<file path="src/rtl/siotx_pkg.sv">
package siotx_pkg;

    localparam int DEF_DATA_W = 8;

    typedef enum logic {
        SCLK_DRIVE  = 1'b0,
        SCLK_FOLLOW = 1'b1
    } clk_role_e;

    typedef struct packed {
        logic act;
        logic inact;
    } edge_ev_t;

    // level the serial clock rests at between transfers
    function automatic logic idle_level(input logic fall_active);
        return fall_active;
    endfunction

endpackage

</file>
<file path="src/rtl/siotx_insync.sv">
module siotx_insync
    import siotx_pkg::*;
(
    input  logic     clk,
    input  logic     rst,
    input  logic     pin,
    input  logic     fall_active,
    output edge_ev_t ev
);
    logic s1, s2, s3;
    logic rise, fall;

    always_ff @(posedge clk) begin
        if (rst) begin
            s1 <= 1'b0;
            s2 <= 1'b0;
            s3 <= 1'b0;
        end else begin
            s1 <= pin;
            s2 <= s1;
            s3 <= s2;
        end
    end

    assign rise     = s2 & ~s3;
    assign fall     = ~s2 & s3;
    assign ev.act   = fall_active ? fall : rise;
    assign ev.inact = fall_active ? rise : fall;

    // a detected rising edge reflects a high pin two samples back
    a_r6_rise_from_pin: assert property (@(posedge clk) disable iff (rst)
        rise |-> $past(pin, 2));
    a_r6_fall_from_pin: assert property (@(posedge clk) disable iff (rst)
        fall |-> !$past(pin, 2));

endmodule

</file>
<file path="src/rtl/siotx_sclkgen.sv">
module siotx_sclkgen
    import siotx_pkg::*;
(
    input  logic clk,
    input  logic rst,
    input  logic run,
    input  logic step,
    input  logic fall_active,
    output logic sclk
);
    always_ff @(posedge clk) begin
        if (rst) begin
            sclk <= idle_level(fall_active);
        end else if (!run) begin
            sclk <= idle_level(fall_active);
        end else if (step) begin
            sclk <= ~sclk;
        end
    end

    // clock only moves on a step while running
    a_r4_sclk_hold: assert property (@(posedge clk) disable iff (rst)
        (run && !step) |=> $stable(sclk));
    // idle level follows edge select
    a_r5_idle_level: assert property (@(posedge clk) disable iff (rst)
        !run |=> (sclk == $past(fall_active)));

endmodule

</file>
<file path="src/rtl/siotx_shifter.sv">
module siotx_shifter #(
    parameter int DATA_W = siotx_pkg::DEF_DATA_W
) (
    input  logic              clk,
    input  logic              rst,
    input  logic              load,
    input  logic [DATA_W-1:0] load_data,
    input  logic              step,
    output logic              busy,
    output logic              want_act,
    output logic              txd,
    output logic              finish
);
    localparam int HALVES = 2 * DATA_W;
    localparam int HALF_W = $clog2(HALVES);
    localparam logic [HALF_W-1:0] LAST = HALF_W'(HALVES - 1);

    logic [DATA_W-1:0] sh;
    logic [HALF_W-1:0] half;

    assign finish   = busy & step & (half == LAST);
    assign want_act = ~half[0];
    assign txd      = busy ? sh[0] : 1'b1;

    always_ff @(posedge clk) begin
        if (rst) begin
            busy <= 1'b0;
            half <= '0;
            sh   <= '0;
        end else if (!busy) begin
            if (load) begin
                busy <= 1'b1;
                half <= '0;
                sh   <= load_data;
            end
        end else if (step) begin
            half <= half + 1'b1;
            if (half[0]) begin
                sh <= sh >> 1;
            end
            if (half == LAST) begin
                busy <= 1'b0;
            end
        end
    end

    // a load during a transfer leaves the byte and progress alone
    a_r9_write_ignored: assert property (@(posedge clk) disable iff (rst)
        (busy && load && !step) |=> (busy && $stable(sh) && $stable(half)));
    // data never moves on an active edge
    a_r5_hold_on_active: assert property (@(posedge clk) disable iff (rst)
        (busy && step && want_act) |=> $stable(sh));

endmodule

</file>
<file path="src/rtl/sync_serial_tx.sv">
module sync_serial_tx
    import siotx_pkg::*;
#(
    parameter int DATA_W = DEF_DATA_W
) (
    input  logic              clk,
    input  logic              rst,
    input  logic              wr_en,
    input  logic [DATA_W-1:0] wr_data,
    input  logic              clr_done,
    input  logic              cfg_ext_clk,
    input  logic              cfg_fall_edge,
    input  logic              tick_en,
    input  logic              sclk_in,
    output logic              sclk_out,
    output logic              sclk_oe,
    output logic              txd,
    output logic              busy,
    output logic              done,
    output logic              irq
);
    clk_role_e role;
    edge_ev_t  ev;
    logic      want_act;
    logic      step;
    logic      finish;
    logic      accept;

    assign role    = clk_role_e'(cfg_ext_clk);
    assign sclk_oe = (role == SCLK_DRIVE);
    assign step    = (role == SCLK_FOLLOW) ? (want_act ? ev.act : ev.inact) : tick_en;
    assign accept  = wr_en & ~busy;

    siotx_insync u_sync (
        .clk         (clk),
        .rst         (rst),
        .pin         (sclk_in),
        .fall_active (cfg_fall_edge),
        .ev          (ev)
    );

    siotx_sclkgen u_clkgen (
        .clk         (clk),
        .rst         (rst),
        .run         (busy),
        .step        (step & (role == SCLK_DRIVE)),
        .fall_active (cfg_fall_edge),
        .sclk        (sclk_out)
    );

    siotx_shifter #(.DATA_W(DATA_W)) u_shift (
        .clk       (clk),
        .rst       (rst),
        .load      (wr_en),
        .load_data (wr_data),
        .step      (step),
        .busy      (busy),
        .want_act  (want_act),
        .txd       (txd),
        .finish    (finish)
    );

    always_ff @(posedge clk) begin
        if (rst) begin
            done <= 1'b0;
            irq  <= 1'b0;
        end else begin
            irq <= finish;
            if (finish) begin
                done <= 1'b1;
            end else if (accept || clr_done) begin
                done <= 1'b0;
            end
        end
    end

    // completion signals line up
    a_r7_irq_with_done: assert property (@(posedge clk) disable iff (rst)
        irq |-> done);
    a_r7_irq_single: assert property (@(posedge clk) disable iff (rst)
        irq |=> !irq);
    a_r7_busy_fall_irq: assert property (@(posedge clk) disable iff (rst)
        $fell(busy) |-> irq);
    // flag is sticky
    a_r8_done_hold: assert property (@(posedge clk) disable iff (rst)
        (done && !clr_done && !accept) |=> done);

endmodule

</file>
<file path="config.mk">
export PLATFORM = sky130hd
export DESIGN_NAME = sync_serial_tx
export DESIGN_NICKNAME = d
export VERILOG_FILES = /design/src/rtl/siotx_pkg.sv /design/src/rtl/siotx_insync.sv /design/src/rtl/siotx_sclkgen.sv /design/src/rtl/siotx_shifter.sv /design/src/rtl/sync_serial_tx.sv
export SDC_FILE = /design/constraint.sdc
export NUM_CORES = 1
export LEC_CHECK = 0
export ABC_CLOCK_PERIOD_IN_PS = 1800
export BUFFER_PORTS_ARGS = -buffer_cell sky130_fd_sc_hd__buf_2
export CORE_UTILIZATION = 35
export DETAILED_ROUTE_END_ITERATION = 10
export PLACE_DENSITY_LB_ADDON = 0.12
export SYNTH_ARGS = -nofsm -noshare
export SYNTH_HDL_FRONTEND = slang
export SYNTH_SLANG_ARGS = --single-unit
</file>
<file path="constraint.sdc">
create_clock -name clk -period 1.8 [get_ports clk]
set_input_delay 0.18 -clock clk [delete_from_list [all_inputs] [get_ports clk]]
set_output_delay 0.18 -clock clk [all_outputs]
set_load 0.005 [all_outputs]
</file>
==> flow_summary.yaml, run 1 <==
placed_design:
  dp.cells: 147
  port_buffers: 21
  postPlaceCellArea_um2: 1080
  gp_congestion: 0.745
  dp_hpwl_mm: 1.34
global_route:
  grt_pass1_vias: 719
  grt_first_pass_wirelength_mm: 3.07
  grt-ovfl-total: 0
  track_usage_pct: 14.9
  grt_max_degree: 20
  antenna_found_initial: 0
hold_path:
  hold_class: "in -> reg"
layout:
  seq_area_um2: 390
  drive_gt1_share_pct: 31.4
  multiInputGateArea_um2: 514
  fin_area_um2: 1100
  finalNonFillerCells: 151
  syn2layout_area_growth_pct: 14.8
  nFillCells: 268
  final_util_pct: 43.4
  antenna_cells: 0
  nets: 139
logic_synthesis:
  yosysMostFrequentCell: "dfxtp_1"
  synth_top_area_share_pct: 37.5
  synthArstFlopShare_pct: 0
  syn_inst: 98
  synthFlopType: "dfxtp_1"
  syn_nets: 115
  yosysUniqueCellTypes: 30
  synth.avg_cell_area_um2: 9.82
  yosys-top-cells-count: "dfxtp_1 (18), nor2_1 (10), mux2i_1 (8)"
  yosys_warnings: 0
  ys_seq_area_share_pct: 40.6
  syn_area_um2: 962
  synth-edff-count: 1
  synth_area_leaders: "dfxtp_1 (37%), mux2i_1 (8.3%), mux2_2 (7.0%)"
  synth_area_leader_cell: "dfxtp_1"
  ys_seq_elements: 19
critical_path:
  cp_cell_sequence: "xnor2_1 > nand3_1 > a31oi_4 > mux2i_1 > nor2_1"
  crit_required_ns: 2.00
  cp_max_fo: 7
  cp_slowest_cell: "dfxtp_1"
  critPathMaxStageDelay_ns: 0.39
  start_kind: "register"
  worstSetupEndpointType: "register"
  path_class: "reg -> reg"
  worst_ep_arrival_time_ns: 1.88
power_and_ir_drop:
  leakage_nw: 0.490
  peakVddDrop_mv: 0.406
  pwr-share-seq_pct: 56.1
  switchingPower_uw: 217
  clock_power_share_pct: 27.2
  p_per_area_nw_per_um2: 735
  p_comb_share_pct: 16.7
  swShare_pct: 26.7
  cellInternalPower_uw: 595
cts:
  path_clk_slew_ns: 0.11
  cts_buffer_depth: 2
  cts.sink_count: 19
  cts_max_level: 1
  clock_latency_ns: 0.31
  post_cts_resized: 0
  tritoncts: "built"
  cts_setup_buffers: 0
  cts-hold-fix-buffers: 0
  cts-root-buf: "clkbuf_4"
  cts_made_buffers: 3
floorplanning:
  dieArea_um2: 2960
  floorplan.initialDensity_pct: 37.8
  io_pins: 22
  die_y_um: 54.4
  coreArea_um2: 2540
  placementRows: 18
  die_x_um: 54.4
timing:
  min_period_over_period_pct: 93.3
  final-setup-viol-count: 0
  setup_tns_ns: 0
  hold_slack_ns: 0.0882
  tightestPinTransition_ns: 0.363
  hold_viol: 0
  slew_viol_final: 0
  grt_setup_unrepaired: "false"
  finalCriticalPeriod_ns: 1.68
  fmax_mhz: 596
  worst_slew_margin_rel_pct: 75.8
  finalClockSkew_ns: 0.0107
routing:
  post_drt_wl_per_cell_um: 11.9
  first_iter_violations: 3
  firstDrtPassIters: 3
  vias: 762
  via_per_inst: 5.05
  final_antenna_net_count: 0
  drc: 0
  routed_wirelength_mm: 1.80
job:
  drv_cap: 0
outcome:
  status: "complete, no violations"
worst max-delay path, delay by kind of cell (launching register included):
family                    cells  cell delay (ns)
AOI/OAI and AO/OA             1             0.38
and+or+nand+nor               2             0.25
muxes                         1             0.24
xor gates and xnor gates      1             0.33
DFF                           1             0.39
through the flow:
stage	setup WS [ns]	total power, mW
floorplan	0.319	0.564
global placement	0.203	0.601
global route	0.0210	0.856
detailed placement	0.147	0.602
finish	0.121	0.812
CTS	0.132	0.832
metal layers:
metal	wire [um]	global-route usage [%]
met3	55	2.50
met2	799	22.8
met1	890	19.5
met5	0	0
met4	50	8.97
layout make-up:
cell class                      count  share of cell area (%)
Inverter                            4                    1.36
Sequential cell                    19                    35.3
Tap cell                           30                    3.40
Multi-Input combinational cell     71                    46.5
Clock buffer                        3                    2.04
Timing Repair Buffer               23                    10.9
Clock inverter                      1                   0.453
registers in the layout, summed over array words and instances, names as in the netlist:
| name | count |
|---|---|
| u_shift.busy | 1 |
| u_shift.half | 4 |
| u_sync.s3 | 1 |
| done | 1 |
| u_sync.s2 | 1 |
| u_sync.s1 | 1 |
| u_clkgen.sclk | 1 |
| u_shift.sh | 8 |
| irq | 1 |
cell families after synthesis:
kind of cell	after synthesis	share of synthesized area [%]
AND/OR/NAND/NOR	38	21.7
flip-flops	19	40.6
AO/OA/AOI/OAI	16	12.6
multiplexers	15	16.9
buffers and inverters	8	5.98
XOR/XNOR	1	0.910
adder cells (fa/ha/maj)	1	1.30
cell usage in the layout (no fill, tap or decap), types with 3 or more instances in the layout:
cell type	netlist	routed
a21oi_1	5	5
nor2_1	10	10
inv_1	4	4
o21ai_0	3	3
nand2_1	7	7
mux2i_1	8	8
or2b_1	3	3
dfxtp_1	18	18
nand3b_1	6	6
nor2b_1	3	3
clkbuf_4	0	3
mux2_2	6	6
buf_2	0	21
path summary, 6_finish.rpt:
kind                   startpoint       endpoint  slack [ns]  depth (start not counted)
setup / recovery  u_shift.half[0]  u_shift.sh[3]        0.12                          5
hold / removal            sclk_in      u_sync.s1        0.09                          2
setup reg to reg  u_shift.half[0]  u_shift.sh[3]        0.12                          5
hold reg to reg         u_sync.s1      u_sync.s2        0.45                          1
power groups by stage:
stage | clock network, mW | registers [mW] | logic (mW)
6_report | 0.221 | 0.456 | 0.136
5_1_grt | 0.247 | 0.459 | 0.150
4_1_cts | 0.239 | 0.456 | 0.138
3_5_place_dp | 0 | 0.465 | 0.137
3_3_place_gp | 0 | 0.464 | 0.136
2_1_floorplan | 0 | 0.463 | 0.102
No activity file was read; power rests on OpenSTA's default activity.
==> inputs of run 2 (changes only) <==
==> constraint.sdc (replaced) <==
create_clock -name clk -period 1.8 [get_ports clk]
set_input_delay 0.36 -clock clk [delete_from_list [all_inputs] [get_ports clk]]
set_output_delay 0.36 -clock clk [all_outputs]
set_load 0.005 [all_outputs]
==> run 2 against run 1 <==
Net effect: global-route usage is 0.48 points higher; sequential cell count is the same; sequential share of layout area down 0.51 points; worst hold slack better by 0.17 ns; highest routed layer unchanged.
==> flow_summary.yaml, run 2 (synthesis results as in run 1) <==
routing:
  drc: 0
  via_per_inst: 4.92
  first_iter_violations: 4
  post_drt_wl_per_cell_um: 11.8
  final_antenna_net_count: 0
  firstDrtPassIters: 4
  vias: 752
  routed_wirelength_mm: 1.80
layout:
  largest_register_ffs: 8
  nets: 141
  final_util_pct: 44.1
  max_flop_register: "u_shift.sh"
  reg.largest.list: "u_shift.sh (8), u_shift.half (4)"
  syn2layout_area_growth_pct: 16.5
  fin_area_um2: 1120
  finalNonFillerCells: 153
  antenna_cells: 0
  final_cell_mix: "buf_2 (21), dfxtp_1 (18), nor2_1 (10)"
  nFillCells: 275
  drive_gt1_share_pct: 32.5
  mostFrequentLayoutCell: "buf_2"
timing:
  tightestPinTransition_ns: 0.360
  timing.final.ws_setup_ns: 0.203
  setup_tns_ns: 0
  finalClockSkew_ns: 0.0124
  hold_viol: 0
  fmax_mhz: 626
  hold_slack_ns: 0.257
  min_period_over_period_pct: 88.7
  slew_viol_final: 0
  grt_setup_unrepaired: "false"
  final-setup-viol-count: 0
  finalCriticalPeriod_ns: 1.60
  worst_slew_margin_rel_pct: 76.0
critical_path:
  critPathBufInv: 0
  crit_end: "u_shift.sh[2]"
  ff2ff_setup_slack_ns: 0.20
  worst_ep_arrival_time_ns: 1.79
  path_class: "reg -> reg"
  crit_start: "u_shift.half[0]"
  path_depth: 5
  cp_max_fo: 7
  cp_slowest_cell: "a31oi_4"
  worstSetupEndpointType: "register"
  r2r_end: "u_shift.sh[2]"
  critPathMaxStageDelay_ns: 0.38
  worstReg2RegStart: "u_shift.half[0]"
  cpLargestDelayFamily: "compound AO/OA/AOI/OAI gates"
  crit_required_ns: 2.00
  rr_worst_depth: 5
  cp_cell_sequence: "xnor2_1 > nand3_1 > a31oi_4 > mux2i_1 > nor2_1"
  start_kind: "register"
outcome:
  status: "complete, no violations"
placed_design:
  dp_slack_ns: 0.0541
  dp.cells: 149
  dp_hpwl_mm: 1.35
  port_buffers: 21
  postPlaceCellArea_um2: 1090
  gp_congestion: 0.748
global_route:
  grt_pass1_vias: 722
  grt_first_pass_wirelength_mm: 3.16
  grt-ovfl-total: 0
  track_usage_pct: 15.4
  antenna_found_initial: 0
  grt_max_degree: 20
power_and_ir_drop:
  p_per_area_nw_per_um2: 731
  switchingPower_uw: 218
  p_comb_share_pct: 17.5
  cellInternalPower_uw: 602
  swShare_pct: 26.6
  pwr-share-seq_pct: 55.3
  leakage_nw: 0.501
  clock_power_share_pct: 27.2
  power_uw: 820
  peakVddDrop_mv: 0.516
floorplanning:
  die_y_um: 54.4
  coreArea_um2: 2540
  floorplan.initialDensity_pct: 37.8
  die_x_um: 54.4
  io_pins: 22
  placementRows: 18
  dieArea_um2: 2960
cts:
  cts_setup_buffers: 0
  cts_max_level: 1
  cts.sink_count: 19
  post_cts_resized: 0
  cts_buffer_depth: 2
  cts-root-buf: "clkbuf_4"
  path_clk_slew_ns: 0.12
  clock_latency_ns: 0.30
  cts-hold-fix-buffers: 0
  tritoncts: "built"
  cts_made_buffers: 3
hold_path:
  hold_class: "in -> reg"
job:
  drv_cap: 0
==> run 2: cell types whose count changed in the layout (fill, tap and decap cells not counted), sizes merged <==
cell	delta
clkinv	-1
buf	+2
inv	+1
==> run 2: how the worst min path moves through the flow <==
stage | slack [ns] | end | cells past startpoint | from
2_1_floorplan | 0.41 | u_sync.s2 | 1 | u_sync.s1
3_3_place_gp | 0.42 | u_sync.s2 | 1 | u_sync.s1
3_5_place_dp | 0.43 | u_sync.s2 | 1 | u_sync.s1
4_1_cts | 0.24 | u_sync.s1 | 2 | sclk_in
5_1_grt | 0.27 | u_sync.s1 | 2 | sclk_in
6_report | 0.26 | u_sync.s1 | 2 | sclk_in
==> run 2: layout make-up <==
type / count / area [um^2] / area share, %
flip-flops and latches: 19 / 390 / 34.8
repair buffers: 25 / 135 / 12.1
clock buffers: 3 / 22.5 / 2.01
multi-input cells: 71 / 514 / 45.9
clock inverters: 1 / 6.26 / 0.558
inverters: 4 / 15.0 / 1.34
well taps: 30 / 37.5 / 3.35
==> run 2: worst reg2reg max path, cell delays in order (launching register included) <==
cell and delay, ns:
dfxtp_1 0.34, xnor2_1 0.26, nand3_1 0.21, a31oi_4 0.38, mux2i_1 0.25, nor2_1 0.05
==> run 2: routing by layer <==
layer  GRT usage (%)  vias up  routed length [um]
met4            3.85        0                  15
met5               0        -                   0
li1                -      390                   -
met1            18.4      345                 882
met3            5.83        2                  79
met2            25.8       15                 821
==> run 2: power by group through the flow <==
stage | sequential (mW) | combinational [mW] | clock, mW
6_report | 0.454 | 0.143 | 0.223
5_1_grt | 0.456 | 0.161 | 0.259
4_1_cts | 0.454 | 0.144 | 0.239
3_5_place_dp | 0.463 | 0.144 | 0
3_3_place_gp | 0.463 | 0.141 | 0
2_1_floorplan | 0.463 | 0.102 | 0
==> inputs of run 3 (changes only) <==
ABC_AREA = 1   (was default)
==> run 3 against run 2 <==
Net effect: sequential power grew 2%; area after synthesis grew 0.65%; die area rose by 0.63%; largest cell class unchanged; largest power group unchanged; critical path depth fell by 2.
==> flow_summary.yaml, run 3 <==
logic_synthesis:
  syn_area_um2: 968
  synthFlopType: "dfxtp_1"
  yosys.area_share.simple_pct: 39.1
  synth.avg_cell_area_um2: 7.63
  syn_nets: 144
  synth_area_leader_cell: "dfxtp_1"
  synthArstFlopShare_pct: 0
  synthAdderAreaFrac_pct: 1.29
  synth_area_leaders: "dfxtp_1 (37%), nand2_1 (8.9%), nor2_1 (7.4%)"
  synth_xor_xnor_area_share_pct: 0.904
  synth_top_area_share_pct: 37.2
  yosys-top-cells-count: "nand2_1 (23), nor2_1 (19), dfxtp_1 (18)"
  synth_top_family_by_area: "simple AND/OR/NAND/NOR gates"
  synth-edff-count: 1
  syn_inst: 127
  ys_seq_elements: 19
  yosysMostFrequentCell: "nand2_1"
  synth_compound_area_share_pct: 3.10
  yosysUniqueCellTypes: 22
  yosys_warnings: 0
  muxShareOfSynthArea_pct: 7.24
  ys_seq_area_share_pct: 40.3
floorplanning:
  coreArea_um2: 2540
  floorplan.initialDensity_pct: 38.1
  placementRows: 18
  dieArea_um2: 2980
  io_pins: 22
  die_y_um: 54.6
  die_x_um: 54.6
critical_path:
  path_class: "reg -> out"
  worstReg2RegStart: "u_shift.half[0]"
  rr_worst_depth: 8
  ff2ff_setup_slack_ns: 0.36
  crit_required_ns: 1.44
  r2r_end: "u_shift.half[1]"
  start_kind: "register"
  cp_cell_sequence: "inv_1 > or2_2 > buf_2"
  worst_ep_arrival_time_ns: 1.32
  worstSetupEndpointType: "primary output"
  crit_end: "txd"
  crit_start: "u_shift.busy"
  cp_slowest_cell: "dfxtp_2"
  cp_max_fo: 9
  critPathMaxStageDelay_ns: 0.44
hold_path:
  hold_class: "in -> reg"
global_route:
  track_usage_pct: 15.9
  grt_max_degree: 13
  grt-ovfl-total: 0
  grt_first_pass_wirelength_mm: 3.33
  grt_pass1_vias: 758
  antenna_found_initial: 0
cts:
  cts_buffer_depth: 2
  clock_latency_ns: 0.31
  cts-hold-fix-buffers: 0
  cts_made_buffers: 3
  cts-root-buf: "clkbuf_4"
  post_cts_resized: 1
  cts_setup_buffers: 0
  cts_max_level: 1
  path_clk_slew_ns: 0.13
  cts.sink_count: 19
  tritoncts: "built"
routing:
  post_drt_wl_per_cell_um: 11.0
  wl_met1_um: 927
  wl_met3_um: 128
  via_per_inst: 4.74
  firstDrtPassIters: 4
  met2WireLength_um: 912
  vias: 848
  first_iter_violations: 11
  final_antenna_net_count: 0
  drc: 0
  routed_wirelength_mm: 1.97
  top_layer: "met3"
power_and_ir_drop:
  leakage_nw: 0.526
  peakVddDrop_mv: 0.461
  pwr-share-seq_pct: 54.0
  p_comb_share_pct: 18.4
  power_uw: 860
  swShare_pct: 30.2
  cellInternalPower_uw: 600
  switchingPower_uw: 260
  clock_power_share_pct: 27.6
  p_per_area_nw_per_um2: 766
layout:
  max_flop_register: "u_shift.sh"
  syn2layout_area_growth_pct: 16.0
  drive_gt1_share_pct: 30.2
  reg.largest.list: "u_shift.sh (8), u_shift.half (4)"
  nets: 167
  antenna_cells: 0
  mostFrequentLayoutCell: "nand2_1"
  final_cell_mix: "nand2_1 (23), buf_2 (21), nor2_1 (19)"
  largest_register_ffs: 8
timing:
  setup_tns_ns: 0
  timing.final.ws_setup_ns: 0.121
  hold_viol: 0
  worst_slew_margin_rel_pct: 71.6
  slew_viol_final: 0
  fmax_mhz: 596
  grt_setup_unrepaired: "false"
  tightestPinTransition_ns: 0.425
  finalCriticalPeriod_ns: 1.68
  finalClockSkew_ns: 0.0111
  final-setup-viol-count: 0
  min_period_over_period_pct: 93.3
  hold_slack_ns: 0.232
outcome:
  status: "complete, no violations"
job:
  drv_cap: 0
placed_design:
  port_buffers: 21
  gp_congestion: 0.844
  dp_hpwl_mm: 1.47
  dp_slack_ns: 0.349
-- run 3: cell types whose count changed after synthesis, sizes merged, moves of 7 or more --
cell   delta
nand4     +8
nor2     +17
inv       +9
nand2    +21
mux2      -7
nand3     +7
-- run 3: final cells by class --
class	count	area (um^2)
sequential	19	392
fill	273	1420
clock inverter	1	6.26
multi-input combinational	90	500
tap	30	37.5
timing repair buffer	22	113
clock buffer	3	22.5
inverter	14	52.6
-- run 3: cells by family (layout without fill, tap and decap cells) --
family | Yosys count | after routing
DFF | 19 | 19
and+or+nand+nor | 75 | 75
buffers and inverters | 18 | 40
xor gates and xnor gates | 1 | 1
AOI/OAI and AO/OA | 6 | 6
adders and majority gates | 1 | 1
muxes | 7 | 7
-- run 3: worst min path at each step --
stage	from	to	slack (ns)	cells after the start
floorplan	u_sync.s1	u_sync.s2	0.39	2
global placement	u_sync.s1	u_sync.s2	0.40	2
detailed placement	u_sync.s1	u_sync.s2	0.40	2
CTS	sclk_in	u_sync.s1	0.23	3
global route	sclk_in	u_sync.s1	0.26	3
finish	sclk_in	u_sync.s1	0.23	3
-- run 3: critical path, delay by kind of cell (launching register included) --
kind / cells / cell delay (ns)
flops: 1 / 0.44
simple gates: 1 / 0.29
buf+inv: 2 / 0.27
-- run 3: power by group through the flow --
stage | Clock [mW] | Sequential (mW) | Combinational [mW]
floorplan | 0 | 0.470 | 0.119
global placement | 0 | 0.473 | 0.157
detailed placement | 0 | 0.474 | 0.159
CTS | 0.246 | 0.465 | 0.161
global route | 0.262 | 0.467 | 0.180
finish | 0.237 | 0.465 | 0.158
-- run 3: routing by layer --
metal / vias to the layer above / GRT usage (%)
met2: 23 / 24.1
met3: 0 / 5.83
li1: 451 / -
met4: 0 / 2.56
met5: - / 0
met1: 374 / 21.7
-- run 3: per-stage QoR --
| step | instances | utilization [%] | area, um^2 |
|---|---|---|---|
| floorplan | 127 | - | 968 |
| global placement | 175 | 43.0 | 1090 |
| detailed placement | 175 | 43.0 | 1090 |
| CTS | 179 | 44.1 | 1120 |
| global route | 179 | 44.1 | 1120 |
| finish | 179 | 44.1 | 1120 |
